$ cat config.mk
export PLATFORM = sky130hd
export DESIGN_NAME = multi_write_queue
export DESIGN_NICKNAME = d
export VERILOG_FILES = /design/src/rtl/mwq_pkg.sv /design/src/rtl/mwq_rank.sv /design/src/rtl/mwq_store.sv /design/src/rtl/mwq_counters.sv /design/src/rtl/multi_write_queue.sv
export SDC_FILE = /design/constraint.sdc
export NUM_CORES = 1
export LEC_CHECK = 0
export ABC_CLOCK_PERIOD_IN_PS = 5100
export CELL_PAD_IN_SITES_DETAIL_PLACEMENT = 1
export CELL_PAD_IN_SITES_GLOBAL_PLACEMENT = 1
export CORE_UTILIZATION = 52
export CTS_CLUSTER_SIZE = 40
export DETAILED_ROUTE_END_ITERATION = 16
export DONT_BUFFER_PORTS = 1
export GPL_TIMING_DRIVEN = 0
export PLACE_DENSITY_LB_ADDON = 0.1
export SLEW_MARGIN = 20
export SYNTH_ARGS = -nofsm -noshare
export SYNTH_HDL_FRONTEND = slang
export SYNTH_HIERARCHICAL = 1
export SYNTH_SLANG_ARGS = --single-unit
export TNS_END_PERCENT = 100
$ cat constraint.sdc
create_clock -name clk -period 5.1 [get_ports clk]
set_input_delay 0.51 -clock clk [delete_from_list [all_inputs] [get_ports clk]]
set_output_delay 0.51 -clock clk [all_outputs]
set_load 0.03 [all_outputs]
$ cat src/rtl/mwq_pkg.sv
package mwq_pkg;

   function automatic bit is_pow2(input int unsigned v);
      return (v != 0) && ((v & (v - 1)) == 0);
   endfunction

endpackage

$ cat src/rtl/mwq_rank.sv
module mwq_rank #(
   parameter int NUM_IN = 4,
   parameter int RANK_W = 3
) (
   input  logic [NUM_IN-1:0]             valid,
   output logic [NUM_IN-1:0][RANK_W-1:0] rank,
   output logic [NUM_IN-1:0]             first,
   output logic [RANK_W-1:0]             total
);

   logic [RANK_W-1:0] acc;

   // rank[i] counts valid lanes below i; lowest valid lane is flagged in first
   always_comb begin
      acc = '0;
      for (int i = 0; i < NUM_IN; i++) begin
         rank[i]  = acc;
         first[i] = valid[i] && (acc == '0);
         acc      = acc + RANK_W'(valid[i]);
      end
      total = acc;
   end

endmodule

$ cat src/rtl/mwq_store.sv
module mwq_store #(
   parameter int NUM_IN = 4,
   parameter int DEPTH  = 8,
   parameter int DESC_W = 8,
   parameter int RANK_W = 3,
   parameter int OCC_W  = 4,
   parameter int SUM_W  = 4,
   parameter int PTR_W  = 3
) (
   input  logic                          clk,
   input  logic                          rst_n,
   input  logic [NUM_IN-1:0]             valid,
   input  logic [NUM_IN*DESC_W-1:0]      desc_flat,
   input  logic [NUM_IN-1:0][RANK_W-1:0] rank,
   input  logic [RANK_W-1:0]             total,
   output logic [OCC_W-1:0]              occ,
   output logic [DESC_W-1:0]             head_desc,
   output logic                          advance,
   output logic [RANK_W-1:0]             drops
);

   localparam bit                IS_POW2 = mwq_pkg::is_pow2(DEPTH);
   localparam logic [SUM_W-1:0]  DEPTH_S = SUM_W'(DEPTH);
   localparam logic [OCC_W-1:0]  DEPTH_O = OCC_W'(DEPTH);

   logic [DESC_W-1:0] mem [DEPTH];
   logic [DESC_W-1:0] desc_a [NUM_IN];
   logic [PTR_W-1:0]  head;
   logic [PTR_W-1:0]  head_inc;
   logic [SUM_W-1:0]  seq [NUM_IN];
   logic [PTR_W-1:0]  slot [NUM_IN];
   logic [NUM_IN-1:0] keep;
   logic [SUM_W-1:0]  grand;
   logic [OCC_W-1:0]  occ_nx;

   for (genvar gi = 0; gi < NUM_IN; gi++) begin : g_lane
      assign desc_a[gi] = desc_flat[gi*DESC_W +: DESC_W];
   end

   // Position in the slot's combined order: stored packets first, then lanes.
   // Position 0 departs; positions 1..DEPTH are kept.
   always_comb begin
      for (int i = 0; i < NUM_IN; i++) begin
         seq[i]  = SUM_W'(occ) + SUM_W'(rank[i]);
         keep[i] = valid[i] && (seq[i] != '0) && (seq[i] <= DEPTH_S);
      end
   end

   if (IS_POW2) begin : g_wrap_mask
      always_comb begin
         for (int i = 0; i < NUM_IN; i++) begin
            slot[i] = PTR_W'(SUM_W'(head) + seq[i]);
         end
         head_inc = head + 1'b1;
      end
   end else begin : g_wrap_cmp
      localparam logic [SUM_W:0] DEPTH_W = (SUM_W+1)'(DEPTH);
      logic [SUM_W:0] raw [NUM_IN];
      always_comb begin
         for (int i = 0; i < NUM_IN; i++) begin
            raw[i]  = (SUM_W+1)'(head) + (SUM_W+1)'(seq[i]);
            slot[i] = (raw[i] >= DEPTH_W) ? PTR_W'(raw[i] - DEPTH_W)
                                          : PTR_W'(raw[i]);
         end
         head_inc = (head == PTR_W'(DEPTH - 1)) ? '0 : head + 1'b1;
      end
   end

   always_comb begin
      grand   = SUM_W'(occ) + SUM_W'(total);
      advance = (grand != '0);
      drops   = '0;
      if (!advance) begin
         occ_nx = '0;
      end else if ((grand - 1'b1) > DEPTH_S) begin
         occ_nx = DEPTH_O;
         drops  = RANK_W'(grand - 1'b1 - DEPTH_S);
      end else begin
         occ_nx = OCC_W'(grand - 1'b1);
      end
   end

   always_ff @(posedge clk or negedge rst_n) begin
      if (!rst_n) begin
         occ  <= '0;
         head <= '0;
      end else begin
         occ <= occ_nx;
         if (advance) head <= head_inc;
      end
   end

   always_ff @(posedge clk) begin
      for (int k = 0; k < DEPTH; k++) begin
         for (int i = 0; i < NUM_IN; i++) begin
            if (keep[i] && (slot[i] == PTR_W'(k))) mem[k] <= desc_a[i];
         end
      end
   end

   assign head_desc = mem[head];

   p_occ_bound_r8: assert property (@(posedge clk) disable iff (!rst_n)
      occ <= DEPTH_O);

   p_occ_drain_r3: assert property (@(posedge clk) disable iff (!rst_n)
      (occ != '0 && total == '0) |=> (occ == $past(occ) - 1'b1));

   p_empty_hold_r3: assert property (@(posedge clk) disable iff (!rst_n)
      (occ == '0 && total <= RANK_W'(1)) |=> (occ == '0));

   p_full_after_drop_r5: assert property (@(posedge clk) disable iff (!rst_n)
      (drops != '0) |=> (occ == DEPTH_O));

endmodule

$ cat src/rtl/mwq_counters.sv
module mwq_counters #(
   parameter int CNT_W  = 16,
   parameter int RANK_W = 3
) (
   input  logic              clk,
   input  logic              rst_n,
   input  logic              advance,
   input  logic [RANK_W-1:0] total,
   input  logic [RANK_W-1:0] drops,
   output logic [CNT_W-1:0]  cnt_acc,
   output logic [CNT_W-1:0]  cnt_drop,
   output logic [CNT_W-1:0]  cnt_sent
);

   always_ff @(posedge clk or negedge rst_n) begin
      if (!rst_n) begin
         cnt_acc  <= '0;
         cnt_drop <= '0;
         cnt_sent <= '0;
      end else begin
         cnt_acc  <= cnt_acc + CNT_W'(total) - CNT_W'(drops);
         cnt_drop <= cnt_drop + CNT_W'(drops);
         if (advance) cnt_sent <= cnt_sent + 1'b1;
      end
   end

   p_sent_step_r6: assert property (@(posedge clk) disable iff (!rst_n)
      advance |=> (cnt_sent == $past(cnt_sent) + 1'b1));

   p_quiet_counters_r6: assert property (@(posedge clk) disable iff (!rst_n)
      (total == '0) |=> ($stable(cnt_acc) && $stable(cnt_drop)));

endmodule

$ cat src/rtl/multi_write_queue.sv
module multi_write_queue #(
   parameter int NUM_IN = 4,
   parameter int DEPTH  = 8,
   parameter int DESC_W = 8,
   parameter int CNT_W  = 16,
   localparam int OCC_W = $clog2(DEPTH + 1)
) (
   input  logic                     clk,
   input  logic                     rst_n,
   input  logic [NUM_IN-1:0]        in_valid,
   input  logic [NUM_IN*DESC_W-1:0] in_desc,
   output logic                     out_valid,
   output logic [DESC_W-1:0]        out_desc,
   output logic [OCC_W-1:0]         occupancy,
   output logic [CNT_W-1:0]         cnt_accepted,
   output logic [CNT_W-1:0]         cnt_dropped,
   output logic [CNT_W-1:0]         cnt_sent
);

   localparam int RANK_W = $clog2(NUM_IN + 1);
   localparam int SUM_W  = $clog2(DEPTH + NUM_IN + 1);
   localparam int PTR_W  = $clog2(DEPTH);

   if (NUM_IN < 1) begin : g_bad_lanes
      $error("multi_write_queue: NUM_IN must be at least 1");
   end
   if (DEPTH < 2) begin : g_bad_depth
      $error("multi_write_queue: DEPTH must be at least 2");
   end
   if (DESC_W < 1 || CNT_W < 2) begin : g_bad_width
      $error("multi_write_queue: DESC_W or CNT_W too small");
   end

   logic [NUM_IN-1:0][RANK_W-1:0] rank;
   logic [NUM_IN-1:0]             first;
   logic [RANK_W-1:0]             total;
   logic [RANK_W-1:0]             drops;
   logic                          advance;
   logic [DESC_W-1:0]             head_desc;
   logic [DESC_W-1:0]             cut_desc;

   mwq_rank #(.NUM_IN(NUM_IN), .RANK_W(RANK_W)) u_rank (
      .valid (in_valid),
      .rank  (rank),
      .first (first),
      .total (total)
   );

   mwq_store #(
      .NUM_IN (NUM_IN), .DEPTH (DEPTH), .DESC_W (DESC_W), .RANK_W (RANK_W),
      .OCC_W  (OCC_W),  .SUM_W (SUM_W), .PTR_W  (PTR_W)
   ) u_store (
      .clk       (clk),
      .rst_n     (rst_n),
      .valid     (in_valid),
      .desc_flat (in_desc),
      .rank      (rank),
      .total     (total),
      .occ       (occupancy),
      .head_desc (head_desc),
      .advance   (advance),
      .drops     (drops)
   );

   mwq_counters #(.CNT_W(CNT_W), .RANK_W(RANK_W)) u_cnt (
      .clk      (clk),
      .rst_n    (rst_n),
      .advance  (advance),
      .total    (total),
      .drops    (drops),
      .cnt_acc  (cnt_accepted),
      .cnt_drop (cnt_dropped),
      .cnt_sent (cnt_sent)
   );

   // Cut-through selection: lowest valid lane
   always_comb begin
      cut_desc = '0;
      for (int i = 0; i < NUM_IN; i++) begin
         if (first[i]) cut_desc = cut_desc | in_desc[i*DESC_W +: DESC_W];
      end
   end

   assign out_valid = advance;
   assign out_desc  = (occupancy != '0) ? head_desc : cut_desc;

   p_idle_r1: assert property (@(posedge clk) disable iff (!rst_n)
      (occupancy == '0 && in_valid == '0) |-> !out_valid);

   p_busy_r1: assert property (@(posedge clk) disable iff (!rst_n)
      (occupancy != '0) |-> out_valid);

   p_cut_r2: assert property (@(posedge clk) disable iff (!rst_n)
      (occupancy == '0 && in_valid[0]) |-> (out_desc == in_desc[DESC_W-1:0]));

endmodule

; Yosys cells after proc, flatten, opt, wreduce, memory -nomap -nowiden
; Memories as Yosys holds them, arrays and structs flattened.
; Index checks and enable logic that the tools add are counted.
[word_totals]
word_cells = 252
ramBits = 64
mem_count = 1
output_inout_bits = 61
mem_bits_ro = 0
latchBits = 0
register_bits = 55
inputBits = 38
[op_classes]
mux = 109
multipliers = 0
n_div = 0
eq_ne = 28
n_addsub = 18
magnitude_cmp = 5
n_reduce_logical = 59
shifts = 0
bitwise_logic = 27
[memory_table]
columns = memory, depth, width, rd, rd_ports_with_merged_regs, wr, line_no
row1 = u_store.mem, 8, 8, 1, 0, 4, mwq_store.sv:26  ; logic [DESC_W-1:0] mem [DEPTH];
[op_table]
columns = cell, n
row1 = 2-to-1 mux 8 bit, 33
row2 = 2-to-1 mux 1 bit, 68
row3 = == test 3 bit (second input constant), 16
row4 = logical AND 1 bit, 43
row5 = adder 16 x 3 -> 16 bit, 2
row6 = OR reduction 8 bit, 4
row7 = == test 3 x 2 -> 1 bit (second input constant), 8
row8 = bitwise OR 1 bit, 24
row9 = bitwise OR 8 bit, 3
row10 = logical NOT 3 bit, 7
row11 = nonzero test 4 bit, 5
row12 = 2-to-1 mux 3 bit, 6
row13 = adder 16 x 1 -> 16 bit (second input constant), 1
row14 = <= comparator 4 bit (second input constant), 4
row15 = subtractor 16 x 3 -> 16 bit, 1
row16 = adder 3 bit, 4
row17 = == test 3 x 1 -> 1 bit (second input constant), 4
row18 = adder 4 x 3 -> 4 bit, 2
row19 = 2-to-1 mux 4 bit, 2
row20 = adder 3 x 1 -> 3 bit, 2
row21 = adder 4 x 1 -> 4 bit, 1
row22 = adder 4 x 2 -> 4 bit, 1
row23 = > comparator 4 bit (second input constant), 1
row24 = subtractor 4 x 1 -> 4 bit (second input constant), 1
row25 = other kinds (3), 3

; Depth between registers and ports, before layout
; Gate-level depths: netlist (run 1).
[logic_depth]
ltp_word = 12
ltp_mapped = 21
mapped_depth_nobuf = 21

; Modules after synthesis
; Netlist (run 1), hierarchy kept.
[modules_own_cells]
columns = module, cells_per_inst, instances, seq_area_each_um2, area_each_um2
row1 = mwq_store, 490, 1, 2097.0, 5680.4
row2 = mwq_counters, 258, 1, 1201.2, 2686.3
row3 = multi_write_queue, 38, 1, 0.0, 260.2
row4 = mwq_rank, 21, 1, 0.0, 207.7

; Worst setup path before layout (run 1)
; OpenSTA, ideal clock, no wires.
[synth_timing]
kind = input to register
from = input port in_valid[0]
to = register u_cnt.cnt_acc[10]
t_required_ns = 4.974
stages = 16
setup_slack_ns = -0.006
t_arrival_ns = 4.980
setup_time_ns = 0.126
path_buffers = 0
path_cell_list = fa_1 ha_1 fa_1 fa_1 xnor2_1 nand2_1 o22ai_1 nand2_1 a21oi_1 fa_1 fa_1 nor2b_1 o2111ai_1 a21boi_1 nor2_1 xnor2_1
[synth_between]
elab_chain_len = 9
elab_cells_between_ends = 12
cone_classes = 8 x add/sub / 1 x order compare / 2 x mux / 1 x reduce/logical
[synth_lines]
columns = element, line_no
row1 = from (decl), multi_write_queue.sv:10  ; input logic [NUM_IN-1:0] in_valid,
row2 = adder 1 x 1 -> 2 bit *, mwq_rank.sv:19  ; acc = acc + RANK_W'(valid[i]);
row3 = adder 3 x 1 -> 3 bit * (2 in a row), mwq_rank.sv:19
row4 = net total[1], multi_write_queue.sv:36  ; logic [RANK_W-1:0] total;
row5 = adder 4 x 3 -> 4 bit *, mwq_store.sv:70  ; grand = SUM_W'(occ) + SUM_W'(total);
row6 = subtractor 4 x 1 -> 4 bit, mwq_store.sv:75  ; end else if ((grand - 1'b1) > DEPTH_S) begin
row7 = > comparator 4 bit / subtractor 3 x 1 -> 3 bit (equally long branches), "mwq_store.sv:75, mwq_store.sv:77"
row8 = 2-to-1 mux 3 bit, mwq_store.sv:75
row9 = 2-to-1 mux 3 bit *, mwq_store.sv:73  ; if (!advance) begin
row10 = net drops[1], multi_write_queue.sv:37  ; logic [RANK_W-1:0] drops;
row11 = subtractor 16 x 3 -> 16 bit *, mwq_counters.sv:21  ; cnt_acc <= cnt_acc + CNT_W'(total) - CNT_W'(drops);
row12 = to (signal assigned), mwq_counters.sv:21
row13 = to (decl), mwq_counters.sv:10  ; output logic [CNT_W-1:0] cnt_acc,
; Mark *: on every way through the listed nets, which the timed path passes. The rest lies on a longest branch.
; A chain may end at the register's enable or synchronous reset.

; Worst setup path in the final report (run 1)
[layout_timing]
from = input port in_valid[0]
to = register u_cnt.cnt_acc[12]
; The elaborated chain is that of the path after synthesis.

==> results of run 1 <==
## per-layer routing
metal | wire, µm | GRT usage
met1 | 11100 | 0.411
met2 | 14200 | 0.583
met3 | 2300 | 0.0719
met4 | 597 | 0.119
met5 | 0 | 0
## critical path: stages
cell and delay [ns]:
sky130_fd_sc_hd__fa_1 0.54, sky130_fd_sc_hd__ha_1 0.24, sky130_fd_sc_hd__fa_1 0.51, sky130_fd_sc_hd__ha_1 0.33
sky130_fd_sc_hd__a21o_1 0.18, sky130_fd_sc_hd__a21oi_1 0.24, sky130_fd_sc_hd__xnor2_2 0.16, sky130_fd_sc_hd__buf_4 0.23
sky130_fd_sc_hd__a21oi_2 0.20, sky130_fd_sc_hd__a21oi_2 0.08, sky130_fd_sc_hd__fa_1 0.52, sky130_fd_sc_hd__inv_1 0.04
sky130_fd_sc_hd__ha_1 0.34, sky130_fd_sc_hd__nor2b_2 0.18, sky130_fd_sc_hd__o2111ai_1 0.29, sky130_fd_sc_hd__a21boi_2 0.14
sky130_fd_sc_hd__nor4b_1 0.37, sky130_fd_sc_hd__a211oi_1 0.08
## final timing paths
path,from,slack [ns],depth (start not counted),to
min reg2reg,u_cnt/cnt_drop[13]$_DFF_PN0_,0.70,1,u_cnt/cnt_drop[13]$_DFF_PN0_
max,in_valid[0],0.21,18,u_cnt/cnt_acc[12]$_DFF_PN0_
min,in_desc[27],0.37,2,u_store/mem[4][3]$_DFFE_PP_
min in group asynchronous,rst_n,0.60,2,u_cnt/cnt_sent[5]$_DFFE_PN0P_
max reg2reg,u_store/head[1]$_DFFE_PN0P_,0.24,10,u_store/mem[5][0]$_DFFE_PP_
max in group asynchronous,rst_n,4.25,2,u_cnt/cnt_drop[2]$_DFF_PN0_
## stage by stage
stage           util  setup TNS [ns]  hold WS (ns)
2_1_floorplan      -               0         0.214
3_3_place_gp   0.551           -4.97         0.216
3_5_place_dp   0.553           -4.91         0.216
4_1_cts        0.593               0         0.344
5_1_grt        0.597               0         0.368
6_report       0.597               0         0.365
## cell families (layout without fill, tap and decap cells)
group,count (synthesis),after routing
adders and majority gates,63,63
muxes,82,82
DFF,119,119
AOI/OAI and AO/OA,172,172
buffers and inverters,113,154
other,1,6
and+or+nand+nor,191,191
xor gates and xnor gates,66,66
## repair_timing
| action | in CTS | in global routing |
|---|---|---|
| hold endpoints to repair | 55 | 0 |
| gates resized for setup | 3 | 16 |
| setup buffers | 2 | 2 |
| setup endpoints to repair | 19 | 71 |
| hold buffers | 2 | 0 |
| pin swaps | 2 | 3 |
## placed cells by master, fill, tap and decap left out, types with 10 or more instances in the layout
master and instances:
sky130_fd_sc_hd__mux2i_1 57, sky130_fd_sc_hd__a222oi_1 46, sky130_fd_sc_hd__inv_1 66, sky130_fd_sc_hd__xor2_1 24
sky130_fd_sc_hd__or3_1 14, sky130_fd_sc_hd__clkbuf_1 15, sky130_fd_sc_hd__a21oi_1 17, sky130_fd_sc_hd__ha_1 47
sky130_fd_sc_hd__fa_1 15, sky130_fd_sc_hd__edfxtp_1 64, sky130_fd_sc_hd__a31oi_1 13, sky130_fd_sc_hd__xnor2_1 37
sky130_fd_sc_hd__clkbuf_16 18, sky130_fd_sc_hd__and3_1 10, sky130_fd_sc_hd__a22oi_1 24, sky130_fd_sc_hd__nand2_1 43
sky130_fd_sc_hd__nand3_1 22, sky130_fd_sc_hd__mux4_2 16, sky130_fd_sc_hd__dfrtp_1 55, sky130_fd_sc_hd__buf_4 16
sky130_fd_sc_hd__nor2_1 48, sky130_fd_sc_hd__a21o_1 10, sky130_fd_sc_hd__buf_1 16
## sequential cells by signal (all words and copies together) (netlist names)
name            count
u_cnt/cnt_acc      16
u_cnt/cnt_drop     16
u_store/head        3
u_cnt/cnt_sent     16
u_store/mem        64
u_store/occ         4
## cell type report
class	instances	area [µm²]	area share
clock buffers	19	464	0.0468
flip-flops and latches	119	3300	0.333
repair buffers	9	90.1	0.00909
multi-input cells	580	5140	0.519
plain buffers	47	256	0.0259
well taps	220	275	0.0278
clock inverters	13	131	0.0133
inverters	66	248	0.0250
==> qor.csv, run 1 <==
metric,value,unit
result of the run,"complete, no violations",
width of the die,132,µm
cell at the root of the clock tree,sky130_fd_sc_hd__clkbuf_16,
portion of netlist area occupied by mux cells,0.117,
Iter 0 DRT Violations,726,
floorplan die area,17500,µm²
number of rows created at floorplan,47,
CTS Buf Count,17,
Post-DP HPWL,20.9,mm
clock skew after layout,0.00825,ns
final net count,941,
final instance area,9910,µm²
synthesis-to-layout area growth,12.2,%
worst max-slew margin expressed relative to the limit,0.310,
final hold violation count,0,
placed cell count,1034,
post-detailed-route count of antenna-violating nets,0,
kind of critical path,input pin to register,
share of the synthesized netlist area taken by xor and xnor gates,0.0701,
CP Capture Type,register,
max frequency,0.205,GHz
post-synthesis instance area,8830,µm²
warnings from Yosys,6,
adder and majority cell fraction of the synthesized area,0.102,
average routed wire per standard cell,26.3,µm
largest family of logic cells by synthesized area,compound AO/OA/AOI/OAI gates,
simple-gate portion of the synthesized area,0.119,
overall routing resource usage,0.335,
Std-Cell Core Area,16600,µm²
length of the first detailed-routing pass in iterations,10,
depth of the CTS H-tree,4,
number of standard cells in the final layout excluding fillers,1073,
path category of the worst min-delay check,input pin to register,
"Reg clk slew, reported paths",0.06,ns
share of flip-flops with an asynchronous set or reset after synthesis,0.462,
Gate Count Post-Synth,807,
time the final worst path needs with I/O delays and setup,4.89,ns
"synthesized-area fraction occupied by ao, oa, aoi and oai cells",0.161,
number of buffers inserted by port buffering,0,
area share of the largest cell type after synthesis,0.218,
final worst-path cycle share,0.959,
actual slew at the worst max-slew pin,1.03,ns
top-count cell post-synth,sky130_fd_sc_hd__inv_1,
crit path max fanout,10,
largest buffer count on any clock path,2,
final-layout fill cell count,1781,
first-pass GRT wire length,44.7,mm
predominant post-synthesis flop cell,sky130_fd_sc_hd__edfxtp_1,
remaining design rule violation count,0,
MaxCap Viol Count,0,
number of global-route vias before repair,7886,
portion of the post-synthesis area used by sequential elements,0.373,
routability congestion estimate from global placement,0.920,
antenna fix cells,0,
initial cell density of the core,0.533,
distinct cell type count after synthesis,68,
syn avg cell area,10.9,µm²
final count of pins violating max slew,0,
clock tree from TritonCTS,built,
fraction of final layout cells with drive strength greater than 1,0.147,
unrepaired setup endpoints after global routing,no,
IO Count,99,
setup ws final,0.210,ns
cell types with the highest counts after synthesis,"sky130_fd_sc_hd__inv_1, sky130_fd_sc_hd__edfxtp_1, sky130_fd_sc_hd__mux2i_1",
crit start category,input pin,
"Cell Area, Placed",9170,µm²
vias after detailed routing,7226,
insertion delay of the later-clocked pin in the worst-skew pair,0.42,ns
crit path DAT,5.18,ns
setup violation total in the final timing report,0,
Avg Vias per Cell,6.73,
Yosys reg bits,119,
required time worst endpoint,5.39,ns
Post-Place Worst Slack,-0.584,ns
Synth area leaders,"sky130_fd_sc_hd__edfxtp_1, sky130_fd_sc_hd__dfrtp_1, sky130_fd_sc_hd__ha_1, sky130_fd_sc_hd__mux2i_1, sky130_fd_sc_hd__a222oi_1",
Post-synth EDFFs,64,
Die Height,132,µm
GR Overflow Total,0,
DRT Wirelength,28.2,mm
count of clock tree sinks,119,
largest net degree at the start of global routing,56,
antenna violations before repair,0,
Yosys top cell by area,sky130_fd_sc_hd__edfxtp_1,
Power of run 1 is left out: the tool's default activity adds up to more than one toggle a clock period on the data nets, which glitch-free logic cannot reach.
==> inputs of run 2 (changes only) <==
ABC_CLOCK_PERIOD_IN_PS = 5450   (was 5100)
clock period = 5.45 ns   (was 5.1 ns; I/O delays follow)
==> run 2 against run 1 <==
Effect of this change:
- setup slack lost 0.028 ns
- die area is the same
- flip-flop and latch count is the same
- final cell count shrank 0.56%
- critical path type is now register to register
- first-iteration DRC count grew 18%
- via count grew 1.3%
- non-clock buffer count shrank 6
- hold slack gained 0.035 ns
- global-route usage shrank 0.43 points
- register-to-register slack lost 0.06 ns
==> qor.csv, run 2 (same netlist as run 1, synthesis figures left out) <==
metric,value,unit
required time worst endpoint,5.48,ns
cell at the root of the clock tree,sky130_fd_sc_hd__clkbuf_16,
final instance area,9820,µm²
fraction of final layout cells with drive strength greater than 1,0.131,
kind of critical path,register to register,
post-detailed-route count of antenna-violating nets,0,
antenna violations before repair,0,
clock skew after layout,0.0118,ns
worst max-slew margin expressed relative to the limit,0.228,
setup violation total in the final timing report,0,
insertion delay of the later-clocked pin in the worst-skew pair,0.43,ns
Die Height,132,µm
overall routing resource usage,0.331,
"commonest non-fill, non-tap cells in the layout","sky130_fd_sc_hd__inv_1, sky130_fd_sc_hd__edfxtp_1, sky130_fd_sc_hd__mux2i_1",
crit path max fanout,10,
final-layout fill cell count,1778,
Iter 0 DRT Violations,860,
register name with the most flops,u_store/mem,
max frequency,0.190,GHz
"Reg clk slew, reported paths",0.06,ns
crit start category,register,
Std-Cell Core Area,16600,µm²
number of buffers inserted by port buffering,0,
CP Capture Type,register,
CTS Buf Count,17,
depth of the CTS H-tree,4,
path category of the worst min-delay check,input pin to register,
Post-CTS Setup Inserts,0,
number of rows created at floorplan,47,
most common library cell in the layout ignoring fill and taps,sky130_fd_sc_hd__inv_1,
IO Count,99,
remaining design rule violation count,0,
count of clock tree sinks,119,
final worst-path cycle share,0.967,
crit path DAT,5.30,ns
result of the run,"complete, no violations",
utilization after layout,0.592,
unrepaired setup endpoints after global routing,no,
GR Overflow Total,0,
max FFs per register,64,
Post-DP HPWL,20.6,mm
vias after detailed routing,7319,
antenna fix cells,0,
final net count,935,
Avg Vias per Cell,6.86,
MaxCap Viol Count,0,
final count of pins violating max slew,0,
"Cell Area, Placed",9150,µm²
routability congestion estimate from global placement,0.928,
largest net degree at the start of global routing,56,
width of the die,132,µm
final worst hold slack,0.401,ns
floorplan die area,17500,µm²
length of the first detailed-routing pass in iterations,11,
final hold violation count,0,
DRT Wirelength,27.9,mm
number of global-route vias before repair,7821,
synthesis-to-layout area growth,11.1,%
time the final worst path needs with I/O delays and setup,5.27,ns
average routed wire per standard cell,26.1,µm
actual slew at the worst max-slew pin,1.15,ns
initial cell density of the core,0.533,
first-pass GRT wire length,44.2,mm
clock tree from TritonCTS,built,
largest buffer count on any clock path,2,
## run 2: cell count changes in the layout (fill, tap and decap cells not counted), sizes merged
cell,before,now
inv,75,79
clkbuf,35,34
buf,39,32
clkinv,2,1
clkinvlp,1,0
## run 2: what timing repair did
item,4_1_cts,5_1_grt
setup endpoints to repair,2,5
hold endpoints to repair,55,0
resized for setup,1,5
hold buffers,2,0
## run 2: cell type report
| class | count | area, µm² | share of cell area |
|---|---|---|---|
| inverter | 66 | 248 | 0.0252 |
| clock inverter | 15 | 173 | 0.0176 |
| buffer | 47 | 253 | 0.0257 |
| tap | 220 | 275 | 0.0280 |
| timing repair buffer | 3 | 45.0 | 0.00459 |
| clock buffer | 17 | 425 | 0.0433 |
| multi-input combinational | 580 | 5100 | 0.520 |
| sequential | 119 | 3300 | 0.336 |
## run 2: worst paths after layout
check	from	to	slack [ns]	cells after the start
hold / removal	in_desc[25]	u_store/mem[4][1]$_DFFE_PP_	0.40	2
max in group asynchronous	rst_n	u_store/head[1]$_DFFE_PN0P_	4.55	2
min in group asynchronous	rst_n	u_cnt/cnt_sent[3]$_DFFE_PN0P_	0.65	2
setup reg to reg	u_store/head[1]$_DFFE_PN0P_	u_store/mem[3][2]$_DFFE_PP_	0.18	10
hold reg to reg	u_cnt/cnt_sent[15]$_DFFE_PN0P_	u_cnt/cnt_sent[15]$_DFFE_PN0P_	0.69	1
setup / recovery	u_store/head[1]$_DFFE_PN0P_	u_store/mem[3][2]$_DFFE_PP_	0.18	10
## run 2: worst max-delay path: stages, from the launching register on
cell	delay, ns
sky130_fd_sc_hd__dfrtp_1	0.53
sky130_fd_sc_hd__clkbuf_1	0.51
sky130_fd_sc_hd__clkbuf_1	0.62
sky130_fd_sc_hd__inv_1	0.21
sky130_fd_sc_hd__fa_1	0.47
sky130_fd_sc_hd__xnor2_1	0.17
sky130_fd_sc_hd__xnor2_1	0.34
sky130_fd_sc_hd__nand2_1	0.16
sky130_fd_sc_hd__nor3_2	0.71
sky130_fd_sc_hd__a31oi_1	0.43
sky130_fd_sc_hd__o211ai_1	0.72
## run 2: per-stage QoR
| stage | setup TNS [ns] | setup slack [ns] | instances |
|---|---|---|---|
| 2_1_floorplan | 0 | 0.309 | 812 |
| 3_3_place_gp | -1.27 | -0.301 | 1032 |
| 3_5_place_dp | -3.73 | -0.615 | 1033 |
| 4_1_cts | 0 | 0.0787 | 1067 |
| 5_1_grt | 0 | 0.00673 | 1067 |
| 6_report | 0 | 0.182 | 1067 |
## run 2: metal layers
layer  vias to the layer above  track usage  share of wire
met5                         -            0              0
met4                         0        0.107          0.020
li1                       3147            -              -
met2                       414        0.573           0.50
met1                      3703        0.406           0.38
met3                        55       0.0788          0.094
Power of run 2 is left out for the same reason.
